**src/rtl/fm_pkg.sv**
```systemverilog
package fm_pkg;
   localparam int FLT_N      = 7;
   localparam int FI_PFC_OC  = 0;
   localparam int FI_LLC_OC  = 1;
   localparam int FI_PFC_OVP = 2;
   localparam int FI_LLC_OVP = 3;
   localparam int FI_UV      = 4;
   localparam int FI_FB_OPEN = 5;
   localparam int FI_SS_TO   = 6;

   // every source except undervoltage is treated as dangerous
   localparam logic [FLT_N-1:0] DANGER_MASK  = ~(FLT_N'(1) << FI_UV);
   localparam logic [FLT_N-1:0] FORCED_LATCH = FLT_N'(1) << FI_FB_OPEN;

   typedef enum logic [1:0] {
      ST_RUN   = 2'd0,
      ST_WARN  = 2'd1,
      ST_RETRY = 2'd2,
      ST_LOCK  = 2'd3
   } fm_state_e;
endpackage

```
**src/rtl/fm_event_counter.sv**
```systemverilog
module fm_event_counter #(
   parameter int MAX_LOG = 3,
   localparam int SEL_W  = $clog2(MAX_LOG + 1),
   localparam int CNT_W  = MAX_LOG + 1
) (
   input  logic             clk,
   input  logic             rst_n,
   input  logic             arm,
   input  logic             en,
   input  logic             hit,
   input  logic             cycle_done,
   input  logic [SEL_W-1:0] limit_sel,
   output logic             trip
);
   logic [CNT_W-1:0] cnt_q;
   logic [CNT_W-1:0] cnt_inc;
   logic [CNT_W-1:0] limit;

   generate
      if (MAX_LOG < 1) begin : g_bad_max
         $error("fm_event_counter: MAX_LOG must be at least 1");
      end
   endgenerate

   always_comb begin
      limit   = CNT_W'(1) << limit_sel;
      cnt_inc = cnt_q + CNT_W'(1);
      trip    = arm && en && hit && (cnt_inc >= limit);
   end

   always_ff @(posedge clk or negedge rst_n) begin
      if (!rst_n)               cnt_q <= '0;
      else if (!arm || !en)     cnt_q <= '0;
      else if (hit)             cnt_q <= trip ? '0 : cnt_inc;
      else if (cycle_done)      cnt_q <= '0;
   end

   assert_clear_on_quiet_cycle_R3: assert property (@(posedge clk) disable iff (!rst_n)
      (arm && en && cycle_done && !hit) |=> (cnt_q == '0));

   assert_count_bounded_R2: assert property (@(posedge clk) disable iff (!rst_n)
      cnt_q < (CNT_W'(1) << MAX_LOG));
endmodule

```
**src/rtl/fm_uv_qualifier.sv**
```systemverilog
module fm_uv_qualifier #(
   parameter int PERSIST_CYC = 1000,
   localparam int CNT_W      = $clog2(PERSIST_CYC + 1)
) (
   input  logic clk,
   input  logic rst_n,
   input  logic arm,
   input  logic en,
   input  logic uv,
   input  logic brownout,
   input  logic adaptive,
   output logic trip
);
   logic [CNT_W-1:0] cnt_q;
   logic             slow_done;

   generate
      if (PERSIST_CYC < 2) begin : g_bad_persist
         $error("fm_uv_qualifier: PERSIST_CYC must be at least 2");
      end
   endgenerate

   always_comb begin
      slow_done = (cnt_q == CNT_W'(PERSIST_CYC - 1));
      trip      = arm && en && uv && (slow_done || (adaptive && brownout));
   end

   always_ff @(posedge clk or negedge rst_n) begin
      if (!rst_n)                    cnt_q <= '0;
      else if (!(arm && en && uv))   cnt_q <= '0;
      else if (!slow_done)           cnt_q <= cnt_q + CNT_W'(1);
   end

   assert_persist_bound_R6: assert property (@(posedge clk) disable iff (!rst_n)
      cnt_q <= CNT_W'(PERSIST_CYC - 1));

   assert_low_level_restarts_R6: assert property (@(posedge clk) disable iff (!rst_n)
      (!uv) |=> (cnt_q == '0));
endmodule

```
**src/rtl/fm_shutdown_seq.sv**
```systemverilog
module fm_shutdown_seq
   import fm_pkg::*;
#(
   parameter int EW_LONG_CYC    = 300000,
   parameter int EW_SHORT_CYC   = 16200,
   parameter int RETRY_BASE_CYC = 32760000,
   parameter int RETRY_SEL_W    = 2,
   localparam int TMR_W         = $clog2(RETRY_BASE_CYC * (1 << ((1 << RETRY_SEL_W) - 1)) + 1)
) (
   input  logic                   clk,
   input  logic                   rst_n,
   input  logic [FLT_N-1:0]       trip_vec,
   input  logic [FLT_N-1:0]       latch_sel,
   input  logic [RETRY_SEL_W-1:0] retry_sel,
   input  logic                   burst_quick,
   output logic                   pfc_stop,
   output logic                   llc_stop,
   output logic                   latched,
   output logic                   restart_req,
   output logic                   ew_pulse
);
   fm_state_e        state_q;
   logic [TMR_W-1:0] timer_q;
   logic             quick_q;
   logic             lock_q;
   logic             restart_q;
   logic             any_trip;
   logic             quick_now;
   logic             lock_now;
   logic [TMR_W-1:0] retry_len;

   generate
      if (EW_SHORT_CYC < 1 || EW_SHORT_CYC >= EW_LONG_CYC) begin : g_bad_pulse
         $error("fm_shutdown_seq: need 1 <= EW_SHORT_CYC < EW_LONG_CYC");
      end
      if (RETRY_BASE_CYC < 1) begin : g_bad_retry
         $error("fm_shutdown_seq: RETRY_BASE_CYC must be positive");
      end
   endgenerate

   always_comb begin
      any_trip  = |trip_vec;
      quick_now = (|(trip_vec & DANGER_MASK)) || burst_quick;
      lock_now  = |(trip_vec & (latch_sel | FORCED_LATCH));
      retry_len = TMR_W'(RETRY_BASE_CYC) << retry_sel;
   end

   always_ff @(posedge clk or negedge rst_n) begin
      if (!rst_n) begin
         state_q   <= ST_RUN;
         timer_q   <= '0;
         quick_q   <= 1'b0;
         lock_q    <= 1'b0;
         restart_q <= 1'b0;
      end else begin
         restart_q <= 1'b0;
         unique case (state_q)
            ST_RUN: begin
               if (any_trip) begin
                  state_q <= ST_WARN;
                  quick_q <= quick_now;
                  lock_q  <= lock_now;
                  timer_q <= quick_now ? TMR_W'(EW_SHORT_CYC - 1) : TMR_W'(EW_LONG_CYC - 1);
               end
            end
            ST_WARN: begin
               if (timer_q == '0) begin
                  if (lock_q) begin
                     state_q <= ST_LOCK;
                  end else begin
                     state_q <= ST_RETRY;
                     timer_q <= retry_len - TMR_W'(1);
                  end
               end else begin
                  timer_q <= timer_q - TMR_W'(1);
               end
            end
            ST_RETRY: begin
               if (timer_q == '0) begin
                  state_q   <= ST_RUN;
                  restart_q <= 1'b1;
               end else begin
                  timer_q <= timer_q - TMR_W'(1);
               end
            end
            ST_LOCK: state_q <= ST_LOCK;
            default: state_q <= ST_RUN;
         endcase
      end
   end

   always_comb begin
      ew_pulse    = (state_q == ST_WARN);
      pfc_stop    = (state_q != ST_RUN);
      llc_stop    = (state_q == ST_LOCK) || (state_q == ST_RETRY) ||
                    ((state_q == ST_WARN) && quick_q);
      latched     = (state_q == ST_LOCK);
      restart_req = restart_q;
   end

   assert_stop_enters_via_warning_R4: assert property (@(posedge clk) disable iff (!rst_n)
      $rose(pfc_stop) |-> ew_pulse);

   assert_dangerous_stops_both_R9: assert property (@(posedge clk) disable iff (!rst_n)
      ($rose(ew_pulse) && $past(|(trip_vec & DANGER_MASK))) |-> llc_stop);

   assert_lock_persists_R11: assert property (@(posedge clk) disable iff (!rst_n)
      latched |=> latched);

   assert_lock_after_pulse_R11: assert property (@(posedge clk) disable iff (!rst_n)
      $rose(latched) |-> $past(ew_pulse));

   assert_restart_single_R12: assert property (@(posedge clk) disable iff (!rst_n)
      restart_req |=> !restart_req);

   assert_restart_releases_R12: assert property (@(posedge clk) disable iff (!rst_n)
      restart_req |-> (!pfc_stop && $past(pfc_stop) && !$past(ew_pulse)));
endmodule

```
**src/rtl/fm_fault_manager.sv**
```systemverilog
module fm_fault_manager
   import fm_pkg::*;
#(
   parameter int CYC_PER_US    = 60,
   parameter int EW_LONG_US    = 5000,
   parameter int EW_SHORT_US   = 270,
   parameter int UV_PERSIST_US = 100000,
   parameter int RETRY_BASE_US = 546000,
   parameter int OC_MAX_LOG    = 3,
   localparam int OC_SEL_W     = $clog2(OC_MAX_LOG + 1),
   localparam int OC_SRC_N     = 2
) (
   input  logic                clk,
   input  logic                rst_n,
   input  logic                sw_cycle_done,
   input  logic                pfc_oc_hit,
   input  logic                llc_oc_hit,
   input  logic                pfc_ovp_hit,
   input  logic                llc_ovp_hit,
   input  logic                fb_open_hit,
   input  logic                ss_timeout_hit,
   input  logic                bus_uv_lvl,
   input  logic                brownout_lvl,
   input  logic [FLT_N-1:0]    fault_en,
   input  logic [FLT_N-1:0]    fault_latch_sel,
   input  logic [OC_SEL_W-1:0] pfc_oc_limit_sel,
   input  logic [OC_SEL_W-1:0] llc_oc_limit_sel,
   input  logic                uv_adaptive,
   input  logic [1:0]          retry_sel,
   input  logic                burst_quick,
   output logic                pfc_stop,
   output logic                llc_stop,
   output logic                latched,
   output logic                restart_req,
   output logic                ew_pulse
);
   localparam int EW_LONG_CYC    = EW_LONG_US * CYC_PER_US;
   localparam int EW_SHORT_CYC   = EW_SHORT_US * CYC_PER_US;
   localparam int UV_PERSIST_CYC = UV_PERSIST_US * CYC_PER_US;
   localparam int RETRY_BASE_CYC = RETRY_BASE_US * CYC_PER_US;

   generate
      if (CYC_PER_US < 1) begin : g_bad_clk
         $error("fm_fault_manager: CYC_PER_US must be positive");
      end
   endgenerate

   logic                       armed;
   logic [FLT_N-1:0]           trip_vec;
   logic [OC_SRC_N-1:0]        oc_hit;
   logic [OC_SRC_N-1:0]        oc_trip;
   logic [OC_SEL_W-1:0]        oc_sel [OC_SRC_N];
   logic                       uv_trip;

   always_comb begin
      armed     = !pfc_stop;
      oc_hit[0] = pfc_oc_hit;
      oc_hit[1] = llc_oc_hit;
      oc_sel[0] = pfc_oc_limit_sel;
      oc_sel[1] = llc_oc_limit_sel;
   end

   generate
      for (genvar s = 0; s < OC_SRC_N; s++) begin : g_oc
         fm_event_counter #(.MAX_LOG(OC_MAX_LOG)) u_cnt (
            .clk        (clk),
            .rst_n      (rst_n),
            .arm        (armed),
            .en         (fault_en[FI_PFC_OC + s]),
            .hit        (oc_hit[s]),
            .cycle_done (sw_cycle_done),
            .limit_sel  (oc_sel[s]),
            .trip       (oc_trip[s])
         );
      end
   endgenerate

   fm_uv_qualifier #(.PERSIST_CYC(UV_PERSIST_CYC)) u_uv (
      .clk      (clk),
      .rst_n    (rst_n),
      .arm      (armed),
      .en       (fault_en[FI_UV]),
      .uv       (bus_uv_lvl),
      .brownout (brownout_lvl),
      .adaptive (uv_adaptive),
      .trip     (uv_trip)
   );

   always_comb begin
      trip_vec             = '0;
      trip_vec[FI_PFC_OC]  = oc_trip[0];
      trip_vec[FI_LLC_OC]  = oc_trip[1];
      trip_vec[FI_PFC_OVP] = armed && fault_en[FI_PFC_OVP] && pfc_ovp_hit;
      trip_vec[FI_LLC_OVP] = armed && fault_en[FI_LLC_OVP] && llc_ovp_hit;
      trip_vec[FI_UV]      = uv_trip;
      trip_vec[FI_FB_OPEN] = armed && fault_en[FI_FB_OPEN] && fb_open_hit;
      trip_vec[FI_SS_TO]   = armed && fault_en[FI_SS_TO] && ss_timeout_hit;
   end

   fm_shutdown_seq #(
      .EW_LONG_CYC    (EW_LONG_CYC),
      .EW_SHORT_CYC   (EW_SHORT_CYC),
      .RETRY_BASE_CYC (RETRY_BASE_CYC),
      .RETRY_SEL_W    (2)
   ) u_seq (
      .clk         (clk),
      .rst_n       (rst_n),
      .trip_vec    (trip_vec),
      .latch_sel   (fault_latch_sel),
      .retry_sel   (retry_sel),
      .burst_quick (burst_quick),
      .pfc_stop    (pfc_stop),
      .llc_stop    (llc_stop),
      .latched     (latched),
      .restart_req (restart_req),
      .ew_pulse    (ew_pulse)
   );

   assert_llc_never_alone_R8: assert property (@(posedge clk) disable iff (!rst_n)
      llc_stop |-> pfc_stop);

   assert_stopped_ignores_R13: assert property (@(posedge clk) disable iff (!rst_n)
      pfc_stop |-> (trip_vec == '0));
endmodule

```
**config.mk**
```make
export PLATFORM = sky130hd
export DESIGN_NAME = fm_fault_manager
export DESIGN_NICKNAME = d
export VERILOG_FILES = /design/src/rtl/fm_pkg.sv /design/src/rtl/fm_event_counter.sv /design/src/rtl/fm_uv_qualifier.sv /design/src/rtl/fm_shutdown_seq.sv /design/src/rtl/fm_fault_manager.sv
export SDC_FILE = /design/constraint.sdc
export NUM_CORES = 1
export LEC_CHECK = 0
export BUFFER_PORTS_ARGS = -buffer_cell sky130_fd_sc_hd__buf_2
export CAP_MARGIN = 20
export CORE_UTILIZATION = 30
export DETAILED_ROUTE_END_ITERATION = 10
export HOLD_SLACK_MARGIN = 0.02
export PLACE_DENSITY_LB_ADDON = 0.2
export SETUP_SLACK_MARGIN = 0.4
export SLEW_MARGIN = 30
export SYNTH_ARGS = -nofsm -noshare
export SYNTH_HDL_FRONTEND = slang
export SYNTH_SLANG_ARGS = --single-unit
```
**constraint.sdc**
```tcl
create_clock -name clk -period 3.6 [get_ports clk]
set_clock_uncertainty 0.2 [all_clocks]
set_input_delay 0 -clock clk [delete_from_list [all_inputs] [get_ports clk]]
set_output_delay 0 -clock clk [all_outputs]
set_load 0.03 [all_outputs]
```
**Yosys cells after proc, flatten, opt, wreduce, memory -nomap -nowiden**

Index checks and enable logic that the tools add are counted.

- $add $sub $neg: 5
- Magnitude comparators: 2
- Equal/unequal tests: 10
- Shifts and indexed selects: 3
- Mux-type cells: 22
- Bitwise gates (word level): 1
- Reduce and logical (&&, ||, !) cells: 40

Operators by type and width:

| kind | number |
|---|---|
| $mux 28 | 4 |
| $pmux 28 s3 | 1 |
| $sub 28x1->28 const B | 2 |
| $mux 23 | 2 |
| $logic_not 28->1 | 1 |
| $mux 4 | 7 |
| $shl 25x2->28 const A | 1 |
| $add 23x1->23 const B | 1 |
| $eq 23x23->1 const B | 1 |
| $logic_and 1x1->1 | 19 |
| $mux 19 | 1 |
| $reduce_or 7->1 | 2 |
| $reduce_bool 3->1 | 3 |
| $add 4x1->4 const B | 2 |
| $ge 4x4->1 | 2 |
| $pmux 2 s4 | 1 |
| $shl 1x2->4 const A | 2 |
| $and 7x7->7 | 1 |
| $logic_or 1x1->1 | 6 |
| $mux 2 | 3 |
| $ne 2x1->1 const B | 3 |
| $reduce_or 6->1 | 1 |
| $eq 2x2->1 const B | 2 |
| $ne 2x2->1 const B | 2 |
| other kinds (9) | 13 |

- Register bits: 64
- Input bits: 33
- Output and inout port bits: 5
- Word-level logic and storage cells: 91

**Longest topological paths before layout**

Gate-level depths: netlist of run 1.

- Depth after elaboration: 10
- Depth in mapped cells: 11
- Mapped depth without buffers: 9

**Modules after synthesis**

A second synthesis of run 1 with hierarchy kept.

- Cells, all modules: 518
- Area, all modules: 4583.1 sq um

Modules (own cells, without submodules):

| module | instances | cells each | area each (sq um) | sequential area each (sq um) |
|---|---|---|---|---|
| fm_shutdown_seq | 1 | 302 | 2560.0 | 825.8 |
| fm_uv_qualifier | 1 | 145 | 1341.3 | 575.6 |
| fm_event_counter (g_oc[0].u_cnt) | 1 | 32 | 327.8 | 100.1 |
| fm_event_counter (g_oc[1].u_cnt) | 1 | 34 | 315.3 | 100.1 |
| fm_fault_manager | 1 | 5 | 38.8 | 0.0 |

**Worst setup path after synthesis of run 1**

No wires, ideal clock.

- Path kind: reg-to-reg
- From: register g_oc[0].u_cnt.cnt_q[0]
- To: register u_seq.timer_q[9]
- Setup time: 0.125 ns
- Arrival: 2.463 ns
- Path slack: 0.812 ns
- Cell stages (with the launch flop): 10
- Clock period less this slack: 2.788 ns
- Cell sequence: dfrtp_1 -> ha_1 -> xor2_1 -> ha_1 -> o21a_1 -> nor2_1 -> nor3_1 -> nor3_1 -> nor2b_4 -> mux2_2

- Longest elaborated chain between the ends: 6

RTL lines:

| what | line | RTL |
|---|---|---|
| start: declaration | fm_event_counter.sv:15 | `logic [CNT_W-1:0] cnt_q;` |
| start signal: assignment | fm_event_counter.sv:34 | `else if (hit) cnt_q <= trip ? '0 : cnt_inc;` |
| $add 4x1->4 | fm_event_counter.sv:27 | `cnt_inc = cnt_q + CNT_W'(1);` |
| $ge 4x4->1 | fm_event_counter.sv:28 | `trip = arm && en && hit && (cnt_inc >= limit);` |
| $logic_and 1x1->1 | fm_event_counter.sv:28 |  |
| $reduce_or 7->1 | fm_shutdown_seq.sv:42 | `any_trip = \|trip_vec;` |
| $ne 2x1->1 (no source line) | n/a |  |
| $reduce_and 4->1 (no source line) | n/a |  |
| end signal: assignment | fm_shutdown_seq.sv:63 | `timer_q <= quick_now ? TMR_W'(EW_SHORT_CYC - 1) : TMR_W'(EW_LONG_CYC - 1);` |
| end signal: assignment | fm_shutdown_seq.sv:72 | `timer_q <= retry_len - TMR_W'(1);` |
| end signal: assignment | fm_shutdown_seq.sv:75 | `timer_q <= timer_q - TMR_W'(1);` |
| end: declaration | fm_shutdown_seq.sv:23 | `logic [TMR_W-1:0] timer_q;` |

Every way passes these cells.
A chain may end at the register's enable or synchronous reset.

**Worst setup path after layout of run 1**

- From: register u_seq.state_q[0]
- To: register u_seq.quick_q

- Longest elaborated chain between the ends: 7
- Elaborated cells between the ends (all ways): 24
- Classes of those cells: 24 x reduce/logical

RTL lines:

| what | line | RTL |
|---|---|---|
| start: declaration | fm_shutdown_seq.sv:22 | `fm_state_e state_q;` |
| start signal: assignment | fm_shutdown_seq.sv:50 | `state_q <= ST_RUN;` |
| start signal: assignment | fm_shutdown_seq.sv:60 | `state_q <= ST_WARN;` |
| start signal: assignment | fm_shutdown_seq.sv:69 | `state_q <= ST_LOCK;` |
| $reduce_bool 2->1 | fm_shutdown_seq.sv:94 | `pfc_stop = (state_q != ST_RUN);` |
| $logic_not 1->1 | fm_fault_manager.sv:56 | `armed = !pfc_stop;` |
| $logic_and 1x1->1 (on tied branches) (3 in a row) | fm_event_counter.sv:28, fm_uv_qualifier.sv:25 |  |
| $reduce_or 7->1 / $reduce_or 6->1 (equally long branches) | fm_shutdown_seq.sv:42, fm_shutdown_seq.sv:43 |  |
| $reduce_and 2->1 (no source line) / $logic_or 1x1->1 (equally long branches) | n/a |  |
| end signal: assignment | fm_shutdown_seq.sv:61 | `quick_q <= quick_now;` |
| end: declaration | fm_shutdown_seq.sv:24 | `logic quick_q;` |

Several ways; a longest one is shown, not always the timed one.

==> impl_metrics.ini, run 1 <==
[logic_synthesis]
ys_ff_latch = 64
share_of_synthesized_cell_area_in_and_or_nand_and_nor_gates_pct = 27.8
synth-warning-count = 0
largest_family_of_logic_cells_by_synthesized_area = simple AND/OR/NAND/NOR gates
syn_area_per_cell_um2 = 9.03
synth-seq-area-share_pct = 35.8
synth_nets = 551
synthDistinctLibCells = 78
synthXorXnorAreaFrac_pct = 4.90
synth_compound_area_share_pct = 20.4
multiplexer_fraction_of_the_synthesized_cell_area_pct = 1.18
synthFlopType = sky130_fd_sc_hd__dfrtp_1
synth_adder_area_share_pct = 6.44
synth_enable_flop_cells = 0
synthCells = 495
synthArstFlopShare_pct = 100
mapped_cell_area_um2 = 4470

[sta]
min_period_over_period_pct = 83.3
final-setup-viol-count = 0
max_slew.worst_pin.slew_ps = 810
time_the_worst_path_needs_with_i_o_delays_and_setup_ps = 3000
fmax_mhz = 334
rsz0062_at_grt = false
report.final.hold_viol_count = 0
final.setup.tns_ps = 0
hold_slack_ps = 93.4
final-max-slew-violation-count = 0
timing.max_slew.rel_slack_pct = 46.0

[grt]
grt_usage_pct = 17.1
wire_length_of_the_first_global_routing_pass_mm = 20.2
globalRoute.totalOverflow = 0
initial_antenna_violation_count = 0
first_global_vias = 4037
grt_start_max_net_pins = 46

[clocking]
ctsRootBufferMaster = sky130_fd_sc_hd__clkbuf_16
worst_skew_pair_latency_ps = 340
cts_tree = done
tritoncts.num_buffers = 9
worst_setup_hold_path_clk_slew_ps = 50
ctsLongestPathBuffers = 2
tritoncts_num_sinks = 64
htree_num_levels = 3

[route]
per_cell_via_count_in_the_routed_design = 5.28
initialDrtViolationCount = 263
drt.antenna.violating_nets = 0
drt-wirelength-per-cell_um = 15.9
totalWireLength_mm = 11.9
drc = 0
route.vias.total = 3969
drt_first_pass_iters = 4

[floorplan]
die-width_um = 124
core.rowCount = 44
die_area_um2 = 15400
die-height_um = 124
floorplan.core_area_um2 = 14500
io_pins = 38
start_util_pct = 30.8

[setup_path]
timing.critical_path.required_ps = 3620
regToRegStartpoint = u_seq.state_q[0]
worstPathMaxFanout = 5
worst-setup-path-type = flop to flop
startpoint = u_seq.state_q[0]
worstPathArrival_ps = 3010
start_kind = flop
crit_path_end_kind = flop

[placed_design]
post_dp_cell_area_um2 = 4910
io_buffers = 36
place.gp.congestion = 0.793
half_perimeter_wire_length_of_the_detailed_placement_result_mm = 8.66

[final_layout]
area_growth_syn_to_layout_pct = 22.4
diodes = 0
fin_nets = 618
post-route-cell-area_um2 = 5470
proportion_of_layout_cells_with_a_drive_suffix_above_1_pct = 17.1

[status]
outcome = completed

[power_and_ir_drop]
peak_supply_drop_mv = 0.450
cellLeakagePower_nw = 2.31
power.density_cell_area_nw_per_um2 = 664
p_total_mw = 3.63

[worst_hold_path]
holdCritPathClass = input pin to flop
min_from = retry_sel[0]

[job]
drv_cap = 0
through the flow:
stage	util [%]	setup WS, ps	std cells
after detailed placement	33.8	462	715
after floorplan	-	812	495
after global routing	37.7	390	751
final	37.7	602	751
after global placement	33.8	515	715
after CTS	37.3	449	749
synth_stat cells, drive strengths merged (5+ instances only):
master   n  area, um2
nand2   46        175
ha      23        288
o21ai   25        133
dfrtp   64       1600
buf      7       50.1
nand3   21        105
a22o     6       52.6
a31oi    6       37.5
nand2b  16        100
and3     6       37.5
xnor2   16        140
xor2     9       78.8
o211ai   5       37.5
nor4    12        139
nor4b    6       73.8
or3      7       43.8
o21bai   9       67.6
inv     23       86.3
nor2    59        221
nand4b   5       43.8
nand4    6       52.6
nor3    20        126
o22a     5       43.8
a21oi   23        115
cells in the final DEF, fill, tap and decap left out, types with 3 or more instances in the layout:
cell	count
sky130_fd_sc_hd__a41oi_1	3
sky130_fd_sc_hd__nand4_1	5
sky130_fd_sc_hd__a211oi_1	3
sky130_fd_sc_hd__xor2_1	9
sky130_fd_sc_hd__o22ai_1	4
sky130_fd_sc_hd__o21ai_1	11
sky130_fd_sc_hd__a31oi_1	6
sky130_fd_sc_hd__o22a_1	5
sky130_fd_sc_hd__inv_1	23
sky130_fd_sc_hd__nor2_1	59
sky130_fd_sc_hd__or3_1	7
sky130_fd_sc_hd__dlygate4sd3_1	18
sky130_fd_sc_hd__buf_2	36
sky130_fd_sc_hd__nand3_1	21
sky130_fd_sc_hd__bufinv_16	3
sky130_fd_sc_hd__clkbuf_16	9
sky130_fd_sc_hd__nor4b_1	4
sky130_fd_sc_hd__nand4b_1	5
sky130_fd_sc_hd__a22o_1	6
sky130_fd_sc_hd__dfrtp_1	64
sky130_fd_sc_hd__ha_1	23
sky130_fd_sc_hd__a21oi_1	22
sky130_fd_sc_hd__nand2_1	45
sky130_fd_sc_hd__o21bai_1	9
sky130_fd_sc_hd__or2_2	4
sky130_fd_sc_hd__o21ai_0	12
sky130_fd_sc_hd__and3_1	6
sky130_fd_sc_hd__nor3_1	14
sky130_fd_sc_hd__nand2b_1	16
sky130_fd_sc_hd__xnor2_1	16
sky130_fd_sc_hd__a21o_1	4
sky130_fd_sc_hd__nor4_1	6
sky130_fd_sc_hd__mux2i_1	3
sky130_fd_sc_hd__nor3_2	5
sky130_fd_sc_hd__nor4_4	3
sky130_fd_sc_hd__a221o_1	3
sky130_fd_sc_hd__buf_4	12
sky130_fd_sc_hd__o211ai_1	5
sky130_fd_sc_hd__nor4_2	3
critical path: stages, from the launching register on:
cell                            delay (ps)
sky130_fd_sc_hd__dfrtp_1               390
sky130_fd_sc_hd__inv_1                 100
sky130_fd_sc_hd__ha_1                  280
sky130_fd_sc_hd__and3_1                180
sky130_fd_sc_hd__and3_1                190
sky130_fd_sc_hd__dlygate4sd3_1         590
sky130_fd_sc_hd__a21oi_4               160
sky130_fd_sc_hd__mux2i_1               180
sky130_fd_sc_hd__dlygate4sd3_1         560
sky130_fd_sc_hd__nand2_1                50
flip-flops by register name, indices dropped and copies added, names as in the netlist:
| name | cells |
|---|---|
| u_uv.cnt_q | 23 |
| g_oc.u_cnt.cnt_q | 8 |
| u_seq.quick_q | 1 |
| u_seq.state_q | 2 |
| u_seq.restart_req | 1 |
| u_seq.lock_q | 1 |
| u_seq.timer_q | 28 |
final timing paths:
path                       cells after the start  slack [ps]                     end
hold reg to reg                                2         290  g_oc[1].u_cnt.cnt_q[3]
setup reg to reg                               9         600           u_seq.quick_q
min in group asynchronous                      2         100       u_seq.timer_q[18]
setup / recovery                               9         600           u_seq.quick_q
max in group asynchronous                      3        2320        u_seq.timer_q[9]
hold / removal                                 5          90        u_seq.timer_q[7]
cell families after synthesis:
logic type | after synthesis
buffers and inverters | 34
DFF | 64
and+or+nand+nor | 220
xor gates and xnor gates | 25
adders and majority gates | 23
muxes | 5
AOI/OAI and AO/OA | 124
area by class of cell:
cell class                 instances  area [um2]
clock buffer                      10         229
fill                            1482        9060
multi-input combinational        397        2750
timing repair buffer              67         470
clock inverter                     6         108
tap                              184         230
sequential                        64        1600
inverter                          23        86.3
report_power, final:
part | switching (mW) | leakage [nW] | internal [mW] | total (mW)
combinational | 0.980 | 1.29 | 0.667 | 1.65
sequential | 0.142 | 0.852 | 0.835 | 0.977
clock | 0.334 | 0.162 | 0.674 | 1.01
per-layer routing:
metal | wire length [um] | track usage (%) | vias to the layer above | share of wire, %
li1 | - | - | 1960 | -
met1 | 5790 | 22.2 | 1922 | 49
met2 | 5600 | 28.5 | 80 | 47
met3 | 446 | 3.30 | 7 | 3.7
met4 | 106 | 4.84 | 0 | 0.89
met5 | 0 | 0 | - | 0
repair_timing:
item | CTS | global route
setup buffers | 0 | 2
hold endpoints to repair | 43 | 0
resized for setup | 0 | 5
setup endpoints to repair | 0 | 11
hold buffers | 18 | 0
No activity file was read; power rests on OpenSTA's default activity.
==> run 2: changes to the inputs <==
Clock period 3.6 ns to 2.9 ns, I/O delays scaled along.
==> run 2 against run 1 <==
Compared with the run above: routed wire length is 8.2% higher; critical path type unchanged; power rose by 44%; clock power rose by 11%; global-route usage is 0.50 points higher; highest routed layer unchanged; first-iteration DRC count decreased by 25%; cell count grew 5.6%.
==> impl_metrics.ini, run 2 (synthesized netlist as in run 1, its figures left out) <==
[route]
wirelength_met1_mm = 5.95
per_cell_via_count_in_the_routed_design = 5.25
route.vias.total = 4163
drt-wirelength-per-cell_um = 16.3
met2RoutedLength_mm = 6.25
drt_first_pass_iters = 5
drc = 0
initialDrtViolationCount = 197
wl_met3_um = 553
totalWireLength_mm = 12.9
top_signal_layer_used = met4
drt.antenna.violating_nets = 0

[final_layout]
proportion_of_layout_cells_with_a_drive_suffix_above_1_pct = 30.9
area_growth_syn_to_layout_pct = 38.6
top_regs = u_seq.timer_q (28), u_uv.cnt_q (23), g_oc.u_cnt.cnt_q (8)
largest_register_ff_count = 28
nFillCells = 1457
fin_nets = 660
largest_register = u_seq.timer_q
diodes = 0
commonest_non_fill_non_tap_cell_in_the_layout = sky130_fd_sc_hd__dfrtp_1
post-route-cell-area_um2 = 6200
layout.cells.most_common_list = sky130_fd_sc_hd__dfrtp_1 (59), sky130_fd_sc_hd__nor2_1 (55), sky130_fd_sc_hd__nand2_1 (43), sky130_fd_sc_hd__buf_4 (40), sky130_fd_sc_hd__buf_2 (37)

[worst_hold_path]
holdCritPathClass = input pin to flop

[floorplan]
floorplan.core_area_um2 = 14500
die-height_um = 124
core.rowCount = 44
die_area_um2 = 15400
die-width_um = 124
io_pins = 38
start_util_pct = 30.8

[clocking]
ctsLongestPathBuffers = 2
ctsRootBufferMaster = sky130_fd_sc_hd__clkbuf_16
worst_setup_hold_path_clk_slew_ps = 60
cts_tree = done
worst_skew_pair_latency_ps = 350
htree_num_levels = 3
tritoncts_num_sinks = 64
tritoncts.num_buffers = 9

[setup_path]
regToRegStartpoint = g_oc[1].u_cnt.cnt_q[0]
worst-setup-path-type = flop to flop
rr_worst_depth = 8
crit_buf_inv = 1
worstPathArrival_ps = 2670
slowest_delay_ps = 440
critical_path_cell_sequence = ha_1, nand2b_4, a2111oi_4, o31ai_4, buf_6, o31a_1, o21bai_1, a22o_1
cpLargestDelayFamily = compound AO/OA/AOI/OAI gates
timing.critical_path.required_ps = 2930
regToRegEndpoint = u_seq.timer_q[10]
worstSetupPathDepth = 8
worstSetupEndpoint = u_seq.timer_q[10]
register_to_register_setup_slack_ps = 260
start_kind = flop
crit_path_end_kind = flop
worstPathMaxFanout = 4
startpoint = g_oc[1].u_cnt.cnt_q[0]
slowest_stage = sky130_fd_sc_hd__dfrtp_2

[placed_design]
setup_slack_after_placement_ps = 75.3
io_buffers = 36
post_dp_cell_area_um2 = 5110
place.gp.congestion = 0.848
half_perimeter_wire_length_of_the_detailed_placement_result_mm = 9.00

[grt]
first_global_vias = 4131
grt_start_max_net_pins = 23
grt_usage_pct = 17.6
wire_length_of_the_first_global_routing_pass_mm = 20.6
initial_antenna_violation_count = 0
globalRoute.totalOverflow = 0

[status]
outcome = completed

[sta]
max_slew.worst_pin.slew_ps = 620
fmax_mhz = 379
min_period_over_period_pct = 91.0
timing.final.ws_setup_ps = 261
final.setup.tns_ps = 0
rsz0062_at_grt = true
final-max-slew-violation-count = 0
report.final.hold_viol_count = 0
final-setup-viol-count = 0
timing.max_slew.rel_slack_pct = 58.1
time_the_worst_path_needs_with_i_o_delays_and_setup_ps = 2640
hold_slack_ps = 48.1

[power_and_ir_drop]
p_total_mw = 5.21
power.density_cell_area_nw_per_um2 = 841
cellLeakagePower_nw = 2.60
peak_supply_drop_mv = 0.389

[job]
drv_cap = 0
## run 2: cell types whose count changed in the layout (fill, tap and decap cells not counted), sizes merged
cell         change
clkbuf           +1
buf             +43
dlygate4sd3      -2
clkinv           +2
bufinv           -2
## run 2: layout make-up
class                      instances  area [um2]  area share (%)
timing repair buffer             109         893            14.4
sequential                        64        1610            25.9
tap                              184         230            3.72
multi-input combinational        397        3070            49.6
clock buffer                      10         239            3.86
clock inverter                     6        68.8            1.11
inverter                          23        86.3            1.39
## run 2: power breakdown
part	switching (mW)	internal (mW)	leakage (nW)	total, mW
logic	1.51	1.38	1.61	2.88
registers	0.176	1.04	0.844	1.21
clock network	0.425	0.691	0.149	1.12
total	2.11	3.11	2.60	5.21
## run 2: worst min-delay path by stage
stage / endpoint / slack [ps] / startpoint / depth (start not counted)
2_1_floorplan: g_oc[0].u_cnt.cnt_q[0] / -500 / rst_n / 0
3_3_place_gp: u_seq.timer_q[5] / -180 / rst_n / 1
3_5_place_dp: u_seq.timer_q[3] / -180 / rst_n / 1
4_1_cts: u_uv.cnt_q[9] / 40 / bus_uv_lvl / 4
5_1_grt: u_uv.cnt_q[6] / 80 / bus_uv_lvl / 4
6_report: u_uv.cnt_q[13] / 50 / bus_uv_lvl / 4
## run 2: worst min-delay path, cell delays in order
cell and delay [ps]:
sky130_fd_sc_hd__buf_2 110, sky130_fd_sc_hd__nand3_2 100, sky130_fd_sc_hd__buf_4 270, sky130_fd_sc_hd__nor2_1 70
## run 2: what timing repair did
| item | CTS | global route |
|---|---|---|
| hold buffers | 17 | 0 |
| endpoints found under the setup margin | 31 | 43 |
| pin swaps | 28 | 26 |
| buffers inserted | 21 | 5 |
| resized for setup | 39 | 29 |
| gates cloned | 1 | 1 |
| hold endpoints to repair | 76 | 0 |
## run 2: metrics by stage
stage	std cells	utilization (%)
2_1_floorplan	495	-
3_3_place_gp	732	35.2
3_5_place_dp	732	35.2
4_1_cts	787	41.2
5_1_grt	793	42.6
6_report	793	42.6
## run 2: layer usage
layer	GRT usage (%)	up-vias
li1	-	2047
met1	22.5	1993
met2	29.0	104
met3	3.62	19
met4	6.40	0
met5	0	-
==> run 3: changes to the inputs <==
==> constraint.sdc (replaced) <==
create_clock -name clk -period 2.9 [get_ports clk]
set_clock_uncertainty 0.2 [all_clocks]
set_input_delay 0.145 -clock clk [delete_from_list [all_inputs] [get_ports clk]]
set_output_delay 0.145 -clock clk [all_outputs]
set_load 0.03 [all_outputs]
==> run 3 against run 2 <==
Compared with the run above: core utilization fell by 0.35 points; clock-buffer cell count did not move; via count rose by 1.6%; critical path depth rose by 2; flip-flop and latch count did not move; maximum frequency fell by 3.8%; worst hold slack got worse by 6.3 ps; critical path type unchanged; largest power group unchanged; highest routed layer unchanged.
==> impl_metrics.ini, run 3 (synthesized netlist as in run 1, its figures left out) <==
[worst_hold_path]
endpoint_of_the_worst_hold_path = u_uv.cnt_q[8]
holdCritPathClass = input pin to flop
min_path_cells = 4
min_from = bus_uv_lvl

[clocking]
worst_setup_hold_path_clk_slew_ps = 60
tritoncts_num_sinks = 64
ctsLongestPathBuffers = 2
worst_skew_pair_latency_ps = 350
cts_tree = done
htree_num_levels = 3
tritoncts.num_buffers = 9
ctsRootBufferMaster = sky130_fd_sc_hd__clkbuf_16

[final_layout]
commonest_non_fill_non_tap_cell_in_the_layout = sky130_fd_sc_hd__dfrtp_1
nFillCells = 1444
largest_register_ff_count = 28
top_regs = u_seq.timer_q (28), u_uv.cnt_q (23), g_oc.u_cnt.cnt_q (8)
diodes = 0
fin_nets = 666
largest_register = u_seq.timer_q
proportion_of_layout_cells_with_a_drive_suffix_above_1_pct = 30.4
area_growth_syn_to_layout_pct = 37.4
layout.cells.most_common_list = sky130_fd_sc_hd__dfrtp_1 (61), sky130_fd_sc_hd__nor2_1 (55), sky130_fd_sc_hd__buf_4 (55), sky130_fd_sc_hd__nand2_1 (45), sky130_fd_sc_hd__buf_2 (36)

[setup_path]
slowest_delay_ps = 440
worst-setup-path-type = flop to flop
regToRegStartpoint = g_oc[1].u_cnt.cnt_q[0]
crit_buf_inv = 3
cpLargestDelayFamily = compound AO/OA/AOI/OAI gates
start_kind = flop
worstPathMaxFanout = 6
critical_path_cell_sequence = ha_1, nand2b_4, a2111oi_4, o31ai_4, buf_4, o31ai_4, buf_6, buf_6, a21oi_2, a221o_1
register_to_register_setup_slack_ps = 160
worstPathArrival_ps = 2770
timing.critical_path.required_ps = 2920
crit_path_end_kind = flop
rr_worst_depth = 10
regToRegEndpoint = u_seq.timer_q[20]
slowest_stage = sky130_fd_sc_hd__dfrtp_2

[job]
drv_cap = 0

[floorplan]
die-height_um = 124
die-width_um = 124
floorplan.core_area_um2 = 14500
core.rowCount = 44
die_area_um2 = 15400
io_pins = 38
start_util_pct = 30.8

[sta]
timing.max_slew.rel_slack_pct = 52.9
final-setup-viol-count = 0
min_period_over_period_pct = 94.6
rsz0062_at_grt = true
report.final.hold_viol_count = 0
time_the_worst_path_needs_with_i_o_delays_and_setup_ps = 2740
max_slew.worst_pin.slew_ps = 707
final.setup.tns_ps = 0
final-max-slew-violation-count = 0
fmax_mhz = 365

[power_and_ir_drop]
power.density_cell_area_nw_per_um2 = 807
p_total_mw = 4.96
cellLeakagePower_nw = 2.60
peak_supply_drop_mv = 0.524

[grt]
wire_length_of_the_first_global_routing_pass_mm = 21.0
initial_antenna_violation_count = 0
first_global_vias = 4160
globalRoute.totalOverflow = 0
grt_start_max_net_pins = 38
grt_usage_pct = 17.9

[route]
route.vias.total = 4231
drt.antenna.violating_nets = 0
drt_first_pass_iters = 4
initialDrtViolationCount = 148
per_cell_via_count_in_the_routed_design = 5.30
drc = 0
totalWireLength_mm = 12.5
drt-wirelength-per-cell_um = 15.6

[placed_design]
place.gp.congestion = 0.866
io_buffers = 36
half_perimeter_wire_length_of_the_detailed_placement_result_mm = 8.97

[status]
outcome = completed
==> run 3: cell types whose count changed in the layout (fill, tap and decap cells not counted), moves of 3 or more <==
cell / previous run / this run
sky130_fd_sc_hd__dlygate4sd3_1: 16 / 10
sky130_fd_sc_hd__o21ai_2: 6 / 3
sky130_fd_sc_hd__o21ai_1: 8 / 13
sky130_fd_sc_hd__buf_4: 40 / 55
==> run 3: worst max path at each step <==
stage	cells after the start	start	slack (ps)	endpoint
finish	10	g_oc[1].u_cnt.cnt_q[0]	160	u_seq.timer_q[20]
CTS	10	g_oc[1].u_cnt.cnt_q[0]	240	u_seq.timer_q[3]
global placement	10	g_oc[1].u_cnt.cnt_q[0]	40	u_seq.timer_q[16]
floorplan	10	g_oc[1].u_cnt.cnt_q[0]	290	u_seq.timer_q[20]
detailed placement	10	g_oc[1].u_cnt.cnt_q[0]	5	u_seq.timer_q[16]
global route	13	g_oc[0].u_cnt.cnt_q[0]	90	u_seq.timer_q[8]
==> run 3: where the power goes <==
group / internal, mW / switching [mW]
Sequential: 1.04 / 0.178
Combinational: 1.29 / 1.43
Clock: 0.581 / 0.439
==> run 3: timing repair <==
item / in CTS / in global routing
pin swaps: 28 / 20
endpoints found under the setup margin: 31 / 39
setup buffers: 23 / 10
endpoints found under the hold margin: 36 / 0
hold buffers: 10 / 0
resized for setup: 44 / 16
==> run 3: cell type report <==
type / count / area, um2 / share of cell area, %
Clock buffer: 10 / 229 / 3.73
Clock inverter: 6 / 45.0 / 0.733
Inverter: 23 / 86.3 / 1.41
Multi-Input combinational cell: 397 / 3060 / 49.8
Sequential cell: 64 / 1610 / 26.1
Tap cell: 184 / 230 / 3.75
Timing Repair Buffer: 115 / 890 / 14.5
==> run 3: routing by layer <==
layer / vias up / wire (um) / track usage [%]
met5: - / 0 / 0
met3: 17 / 495 / 3.48
met1: 2069 / 5870 / 23.2
met4: 0 / 248 / 7.59
li1: 2063 / - / -
met2: 82 / 5880 / 28.9
==> run 3: per-stage QoR <==
step | std cells | utilization (%) | area, um2 | setup WS (ps) | hold slack (ps)
final | 799 | 42.3 | 6140 | 158 | 41.8
after global routing | 799 | 42.3 | 6140 | 90.3 | 42.2
after CTS | 789 | 40.9 | 5940 | 245 | 27.1
after detailed placement | 740 | 35.7 | 5180 | 5.05 | 37.3
after global placement | 740 | 35.7 | 5180 | 43.2 | 40.5
after floorplan | 495 | - | 4560 | 287 | -351
==> run 3: worst min-delay path, delay by kind of cell <==
family,cells,cell delay [ps]
buffers and inverters,1,100
AOI/OAI and AO/OA,2,110
and+or+nand+nor,1,190
